File: src/rtl/egts_pkg.sv
`timescale 1ns/1ps
package egts_pkg;
    localparam int DOM_W  = 8;
    localparam int NS_W   = 30;
    localparam int SEC_W  = 5;
    localparam int REG_W  = 16;
    localparam int ADDR_W = 3;

    typedef struct packed {
        logic [DOM_W-1:0] domain;
        logic [SEC_W-1:0] sec;
        logic [NS_W-1:0]  ns;
    } egts_entry_t;

    typedef enum logic {
        EGTS_AUTO   = 1'b0,
        EGTS_LEGACY = 1'b1
    } egts_mode_e;

    typedef enum logic {
        HOLD_OPEN   = 1'b0,
        HOLD_LOCKED = 1'b1
    } hold_state_e;

    // Word addresses on the register bus
    localparam logic [ADDR_W-1:0] A_WORD0 = 3'd0;
    localparam logic [ADDR_W-1:0] A_WORD1 = 3'd1;
    localparam logic [ADDR_W-1:0] A_WORD2 = 3'd2;
    localparam logic [ADDR_W-1:0] A_WORD3 = 3'd3;
    localparam logic [ADDR_W-1:0] A_IRQ   = 3'd4;
    localparam logic [ADDR_W-1:0] A_RING  = 3'd5;
    localparam logic [ADDR_W-1:0] A_OVF   = 3'd6;
endpackage

File: src/rtl/egts_fifo.sv
`timescale 1ns/1ps
module egts_fifo
    import egts_pkg::*;
#(
    parameter int  DEPTH = 4,
    parameter int  OVF_W = 8,
    localparam int CNT_W = $clog2(DEPTH + 1)
) (
    input  logic             clk,
    input  logic             rst_n,
    input  logic             push,
    input  egts_entry_t      push_data,
    input  logic             pop,
    output egts_entry_t      head,
    output logic             accepted,
    output logic [CNT_W-1:0] count,
    output logic [OVF_W-1:0] ovf_cnt
);
    localparam int PTR_W = (DEPTH > 1) ? $clog2(DEPTH) : 1;
    localparam logic [PTR_W-1:0] LAST = PTR_W'(DEPTH - 1);

    egts_entry_t      mem [DEPTH];
    logic [PTR_W-1:0] wr_ptr, rd_ptr;
    logic             full;

    assign full     = (count == CNT_W'(DEPTH));
    assign accepted = push && !full;
    assign head     = mem[rd_ptr];

    always_ff @(posedge clk) begin
        if (accepted) mem[wr_ptr] <= push_data;
    end

    always_ff @(posedge clk or negedge rst_n) begin
        if (!rst_n) begin
            wr_ptr  <= '0;
            rd_ptr  <= '0;
            count   <= '0;
            ovf_cnt <= '0;
        end else begin
            if (accepted) wr_ptr <= (wr_ptr == LAST) ? '0 : wr_ptr + 1'b1;
            if (pop)      rd_ptr <= (rd_ptr == LAST) ? '0 : rd_ptr + 1'b1;
            case ({accepted, pop})
                2'b10:   count <= count + 1'b1;
                2'b01:   count <= count - 1'b1;
                default: count <= count;
            endcase
            if (push && full && (ovf_cnt != {OVF_W{1'b1}}))
                ovf_cnt <= ovf_cnt + 1'b1;
        end
    end
endmodule

File: src/rtl/egts_hold_ctrl.sv
`timescale 1ns/1ps
module egts_hold_ctrl
    import egts_pkg::*;
#(
    parameter egts_mode_e MODE = EGTS_AUTO
) (
    input  logic        clk,
    input  logic        rst_n,
    input  logic        fifo_nonempty,
    input  logic        win_we,
    input  logic        move_req,
    input  logic        ring_done,
    input  egts_entry_t head,
    output logic        load,
    output logic        valid,
    output egts_entry_t held
);
    hold_state_e state_q, state_d;

    // State register
    always_ff @(posedge clk or negedge rst_n) begin
        if (!rst_n) state_q <= HOLD_OPEN;
        else        state_q <= state_d;
    end

    // Next state and load strobe
    always_comb begin
        state_d = state_q;
        load    = 1'b0;
        unique case (state_q)
            HOLD_OPEN: begin
                if (fifo_nonempty &&
                    ((MODE == EGTS_AUTO) || move_req || ring_done)) begin
                    load    = 1'b1;          // LOAD
                    state_d = HOLD_LOCKED;
                end
            end
            HOLD_LOCKED: begin
                if (ring_done) begin
                    if (fifo_nonempty) load = 1'b1;        // RELOAD
                    else               state_d = HOLD_OPEN; // DRAIN
                end else if (win_we) begin
                    state_d = HOLD_OPEN;                    // RELEASE
                end
            end
            default: state_d = HOLD_OPEN;
        endcase
    end

    always_ff @(posedge clk or negedge rst_n) begin
        if (!rst_n)    held <= '0;
        else if (load) held <= head;
    end

    assign valid = (state_q == HOLD_LOCKED);
endmodule

File: src/rtl/egts_irq.sv
`timescale 1ns/1ps
module egts_irq
    import egts_pkg::*;
#(
    parameter egts_mode_e MODE = EGTS_AUTO
) (
    input  logic clk,
    input  logic rst_n,
    input  logic accepted,
    input  logic load,
    input  logic pending_after,
    input  logic ack,
    input  logic fifo_nonempty,
    output logic irq
);
    generate
        if (MODE == EGTS_AUTO) begin : g_sticky
            logic status_q;
            always_ff @(posedge clk or negedge rst_n) begin
                if (!rst_n)
                    status_q <= 1'b0;
                else if (accepted || (load && pending_after))
                    status_q <= 1'b1;
                else if (ack)
                    status_q <= 1'b0;
            end
            assign irq = status_q;
        end else begin : g_level
            assign irq = fifo_nonempty;
        end
    endgenerate
endmodule

File: src/rtl/egts_hold_fifo.sv
`timescale 1ns/1ps
module egts_hold_fifo
    import egts_pkg::*;
#(
    parameter egts_mode_e MODE  = EGTS_AUTO,
    parameter int         DEPTH = 4,
    parameter int         OVF_W = 8
) (
    input  logic              clk,
    input  logic              rst_n,
    input  logic              ts_push,
    input  logic [DOM_W-1:0]  ts_domain,
    input  logic [NS_W-1:0]   ts_ns,
    input  logic [SEC_W-1:0]  ts_sec,
    input  logic [ADDR_W-1:0] reg_addr,
    input  logic [REG_W-1:0]  reg_wdata,
    input  logic              reg_we,
    input  logic              reg_re,
    output logic [REG_W-1:0]  reg_rdata,
    output logic              irq
);
    localparam int CNT_W = $clog2(DEPTH + 1);

    egts_entry_t      push_entry, head_entry, held_entry;
    logic [CNT_W-1:0] fifo_count;
    logic [OVF_W-1:0] ovf_count;
    logic             accepted, load, hold_valid, fifo_nonempty, pending_after;
    logic             win_we, move_req, ring_done, irq_ack;
    logic [REG_W-1:0] rd_word;

    assign push_entry    = '{domain: ts_domain, sec: ts_sec, ns: ts_ns};
    assign fifo_nonempty = (fifo_count != '0);
    assign pending_after = (fifo_count > CNT_W'(1)) || accepted;

    // Register write decode
    assign win_we    = reg_we && (reg_addr <= A_WORD3);
    assign move_req  = reg_we && (reg_addr == A_WORD3) && reg_wdata[0];
    assign ring_done = (MODE == EGTS_LEGACY) && reg_we &&
                       (reg_addr == A_RING) && reg_wdata[0];
    assign irq_ack   = reg_we && (reg_addr == A_IRQ) && reg_wdata[1];

    egts_fifo #(.DEPTH(DEPTH), .OVF_W(OVF_W)) u_fifo (
        .clk       (clk),
        .rst_n     (rst_n),
        .push      (ts_push),
        .push_data (push_entry),
        .pop       (load),
        .head      (head_entry),
        .accepted  (accepted),
        .count     (fifo_count),
        .ovf_cnt   (ovf_count)
    );

    egts_hold_ctrl #(.MODE(MODE)) u_hold (
        .clk           (clk),
        .rst_n         (rst_n),
        .fifo_nonempty (fifo_nonempty),
        .win_we        (win_we),
        .move_req      (move_req),
        .ring_done     (ring_done),
        .head          (head_entry),
        .load          (load),
        .valid         (hold_valid),
        .held          (held_entry)
    );

    egts_irq #(.MODE(MODE)) u_irq (
        .clk           (clk),
        .rst_n         (rst_n),
        .accepted      (accepted),
        .load          (load),
        .pending_after (pending_after),
        .ack           (irq_ack),
        .fifo_nonempty (fifo_nonempty),
        .irq           (irq)
    );

    // Read word selection
    always_comb begin
        case (reg_addr)
            A_WORD0: rd_word = {held_entry.domain, 5'b0, held_entry.sec[1:0], hold_valid};
            A_WORD1: rd_word = held_entry.ns[15:0];
            A_WORD2: rd_word = {2'b0, held_entry.ns[29:16]};
            A_WORD3: rd_word = {fifo_nonempty, 12'b0, held_entry.sec[4:2]};
            A_IRQ:   rd_word = {14'b0, irq, 1'b0};
            A_OVF:   rd_word = REG_W'(ovf_count);
            default: rd_word = '0;
        endcase
    end

    always_ff @(posedge clk or negedge rst_n) begin
        if (!rst_n)      reg_rdata <= '0;
        else if (reg_re) reg_rdata <= rd_word;
    end
endmodule

File: config.mk
export PLATFORM = sky130hd
export DESIGN_NAME = egts_hold_fifo
export DESIGN_NICKNAME = d
export VERILOG_FILES = /design/src/rtl/egts_pkg.sv /design/src/rtl/egts_fifo.sv /design/src/rtl/egts_hold_ctrl.sv /design/src/rtl/egts_irq.sv /design/src/rtl/egts_hold_fifo.sv
export SDC_FILE = /design/constraint.sdc
export NUM_CORES = 1
export LEC_CHECK = 0
export BUFFER_PORTS_ARGS = -buffer_cell sky130_fd_sc_hd__buf_2
export CAP_MARGIN = 20
export CORE_AREA = 2 2 156 158
export DETAILED_ROUTE_END_ITERATION = 8
export DIE_AREA = 0 0 158 160
export SYNTH_ARGS = -nofsm -noshare
export SYNTH_HDL_FRONTEND = slang
export SYNTH_SLANG_ARGS = --single-unit
File: constraint.sdc
create_clock -name clk -period 2.89 [get_ports clk]
set_input_delay 0.4335 -clock clk [delete_from_list [all_inputs] [get_ports clk]]
set_output_delay 0.4335 -clock clk [all_outputs]
set_load 0.01 [all_outputs]
==> flow_metrics.env <==
export IMPL_slew_viol_final=0
export IMPL_dp_hpwl_um=11210
export IMPL_cts_tree="built"
export IMPL_arrival_ns=2.31
export IMPL_syn_to_final_growth_pct=16.25
export IMPL_synth_avg_cell_area_um2=18.77
export IMPL_yosysMostFrequentCell="edfxtp_1"
export IMPL_cts_buffers=25
export IMPL_clock_sinks=248
export IMPL_clk_root_buffer_cell="clkbuf_16"
export IMPL_grt_overflow=0
export IMPL_synth_top_cell_by_area="edfxtp_1"
export IMPL_cp_end_kind="register"
export IMPL_num_rows=57
export IMPL_grt_pass1_wl_um=29170
export IMPL_clk_pin_slew_ns=0.06
export IMPL_tightestPinTransition_ns=0.7083
export IMPL_hp_class="input pin to register"
export IMPL_final_fill_count=2015
export IMPL_clockBufferDepth=3
export IMPL_drive_gt1_frac=0.3382
export IMPL_rsz0062_at_grt="no"
export IMPL_netlist_area_leader_share=0.5302
export IMPL_status="complete, no violations"
export IMPL_post_cts_resized=0
export IMPL_die_x_um=158
export IMPL_routed_wl_um=18810
export IMPL_clock_latency_ns=0.52
export IMPL_seq_area_frac_synth=0.7254
export IMPL_crit_fanout=5
export IMPL_coreArea_um2=23820
export IMPL_h_tree_depth=1
export IMPL_drt_pass1_iterations=4
export IMPL_hold_viol=0
export IMPL_required_ns=3.28
export IMPL_skew_ns=0.01133
export IMPL_die_area_um2=25280
export IMPL_antenna_found_initial=4
export IMPL_max_cap_violations=0
export IMPL_synth_area_um2=9742
export IMPL_wl_per_cell_um=19.90
export IMPL_synth_cells=519
export IMPL_die_h_um=160
export IMPL_fmax_mhz=523.1
export IMPL_r2r_start="u_fifo.count[0]"
export IMPL_fin_crit_ns=1.912
export IMPL_grt_max_degree=77
export IMPL_regArea_um2=7069
export IMPL_total_power_mw=11.08
export IMPL_synthesis_nets=597
export IMPL_tns_ns=0
export IMPL_synth_edf_count=172
export IMPL_grt_total_usage=0.1528
export IMPL_ant_nets=0
export IMPL_num_vias=4811
export IMPL_pin_count=84
export IMPL_port_buffers=68
export IMPL_p_leak_nw=4.166
export IMPL_async_flop_share=0.3065
export IMPL_peakVddDrop_mv=0.4254
export IMPL_yosysWarnings=0
export IMPL_drtIter0Drc=251
export IMPL_drcViolationCount=0
export IMPL_netlist_top_cells_count="edfxtp_1 (172), dfrtp_1 (76), mux2_2 (50), mux4_2 (38), nor2_1 (24)"
export IMPL_start_kind="register"
export IMPL_fin_nets=677
export IMPL_synth_area_leaders="edfxtp_1 (53%), dfrtp_1 (20%), mux4_2 (8.8%)"
export IMPL_grt_pass1_vias=5210
export IMPL_criticalPathCategory="register to register"
export IMPL_period_share=0.6615
export IMPL_min_delay_start="ts_sec[2]"
export IMPL_start_util=0.4090
export IMPL_viasPerCell=5.091
export IMPL_critPathLaunch="u_fifo.count[0]"
export IMPL_slew_headroom=0.5278
export IMPL_ys_ff_latch=248
export IMPL_ys_types=35
export IMPL_hold_worst_slack_ns=0.1310
export IMPL_globalplace_congestion=0.7988
export IMPL_power_density_nw_per_um2=978.0
export IMPL_multiInputGateArea_um2=2477
export IMPL_ys_flop_type="edfxtp_1"
export IMPL_setup_viol=0
area by class of cell:
class / instances / area share
repair buffers: 78 / 0.04441
flip-flops and latches: 248 / 0.6242
multi-input cells: 231 / 0.2188
well taps: 324 / 0.03580
clock inverters: 8 / 0.006187
inverters: 15 / 0.004972
diodes: 3 / 0.0006629
clock buffers: 38 / 0.06497
worst max-delay path, stage by stage (launching register included):
cell and delay, ns:
dfrtp_1 0.42, inv_1 0.12, ha_1 0.19, nand2_1 0.11, and2_1 0.21, inv_1 0.11, ha_1 0.21, mux2i_1 0.22
nor2_1 0.07, xor2_1 0.14
logic make-up (layout without fill, tap and decap cells):
| logic type | count (synthesis) | in the layout | share of synthesized area |
|---|---|---|---|
| DFF | 248 | 248 | 0.7254 |
| muxes | 109 | 109 | 0.1756 |
| and+or+nand+nor | 58 | 58 | 0.02903 |
| AOI/OAI and AO/OA | 46 | 46 | 0.02800 |
| buffers and inverters | 40 | 139 | 0.02158 |
| adders and majority gates | 11 | 11 | 0.01413 |
| xor gates and xnor gates | 7 | 7 | 0.006293 |
| other | 0 | 3 | 0 |
placed cells by master (no fill, tap or decap), types with 2 or more instances in the layout:
master	instances
inv_1	15
a22oi_1	3
a21oi_1	19
buf_12	5
dfrtp_2	2
ha_1	11
nor2b_1	3
o22ai_1	7
diode_2	3
and2_1	3
nand3b_1	2
o211ai_1	2
nand3_1	4
o21a_1	3
mux4_1	5
mux2_2	50
nand2_1	7
mux4_2	38
dfrtp_1	74
and3_1	3
o221ai_1	2
clkbuf_1	8
clkbuf_16	26
xor2_1	2
xnor2_1	5
buf_2	67
and3_2	4
nand4_1	4
clkinv_2	4
clkbuf_8	4
nor2_1	23
o21ai_0	8
mux2i_1	16
buf_4	4
edfxtp_1	172
worst paths after layout:
kind	end	slack, ns	cells past startpoint
min reg2reg	reg_rdata[0]	0.48	1
min	u_fifo.mem[1][32]	0.13	1
max in group asynchronous	u_hold.held[12]	1.88	3
min in group asynchronous	u_hold.held[16]	0.42	2
max	u_fifo.count[2]	0.98	9
max reg2reg	u_fifo.count[2]	0.98	9
through the flow:
stage          setup WS, ns  instances  cell area, µm²    util
5_1_grt              0.8515        942           11320  0.4751
3_3_place_gp          1.004        894           10470  0.4397
3_5_place_dp         0.9825        894           10470  0.4397
4_1_cts              0.9758        940           11280  0.4735
6_report             0.9783        945           11320  0.4754
2_1_floorplan        0.6256        519            9742       -
per-layer routing:
metal  global-route usage  vias up  share of wire
li1                     -     2186              -
met1               0.2114     2498           0.43
met2               0.2506       98           0.50
met3              0.03012       27          0.056
met4              0.03849        2          0.020
met5                    0        -        0.00069
state kept, by name, summed over array words and instances, names as in the netlist:
register and flops:
u_fifo.ovf_cnt 8, u_irq.irq 1, u_hold.held 43, u_fifo.mem 172, reg_rdata 16, u_fifo.rd_ptr 2, u_fifo.count 3, u_fifo.wr_ptr 2
u_hold.valid 1
report_power, final:
group | switching, mW | leakage [nW] | internal [mW]
sequential | 0.415 | 2.49 | 4.78
combinational | 1.38 | 1.28 | 1.38
clock | 1.28 | 0.395 | 1.84
timing repair:
action / in CTS / in global routing
buffers inserted: 0 / 0
hold buffers: 0 / 1
endpoints found under the hold margin: 0 / 31
Note: power is estimated with default switching activity, not from simulation.
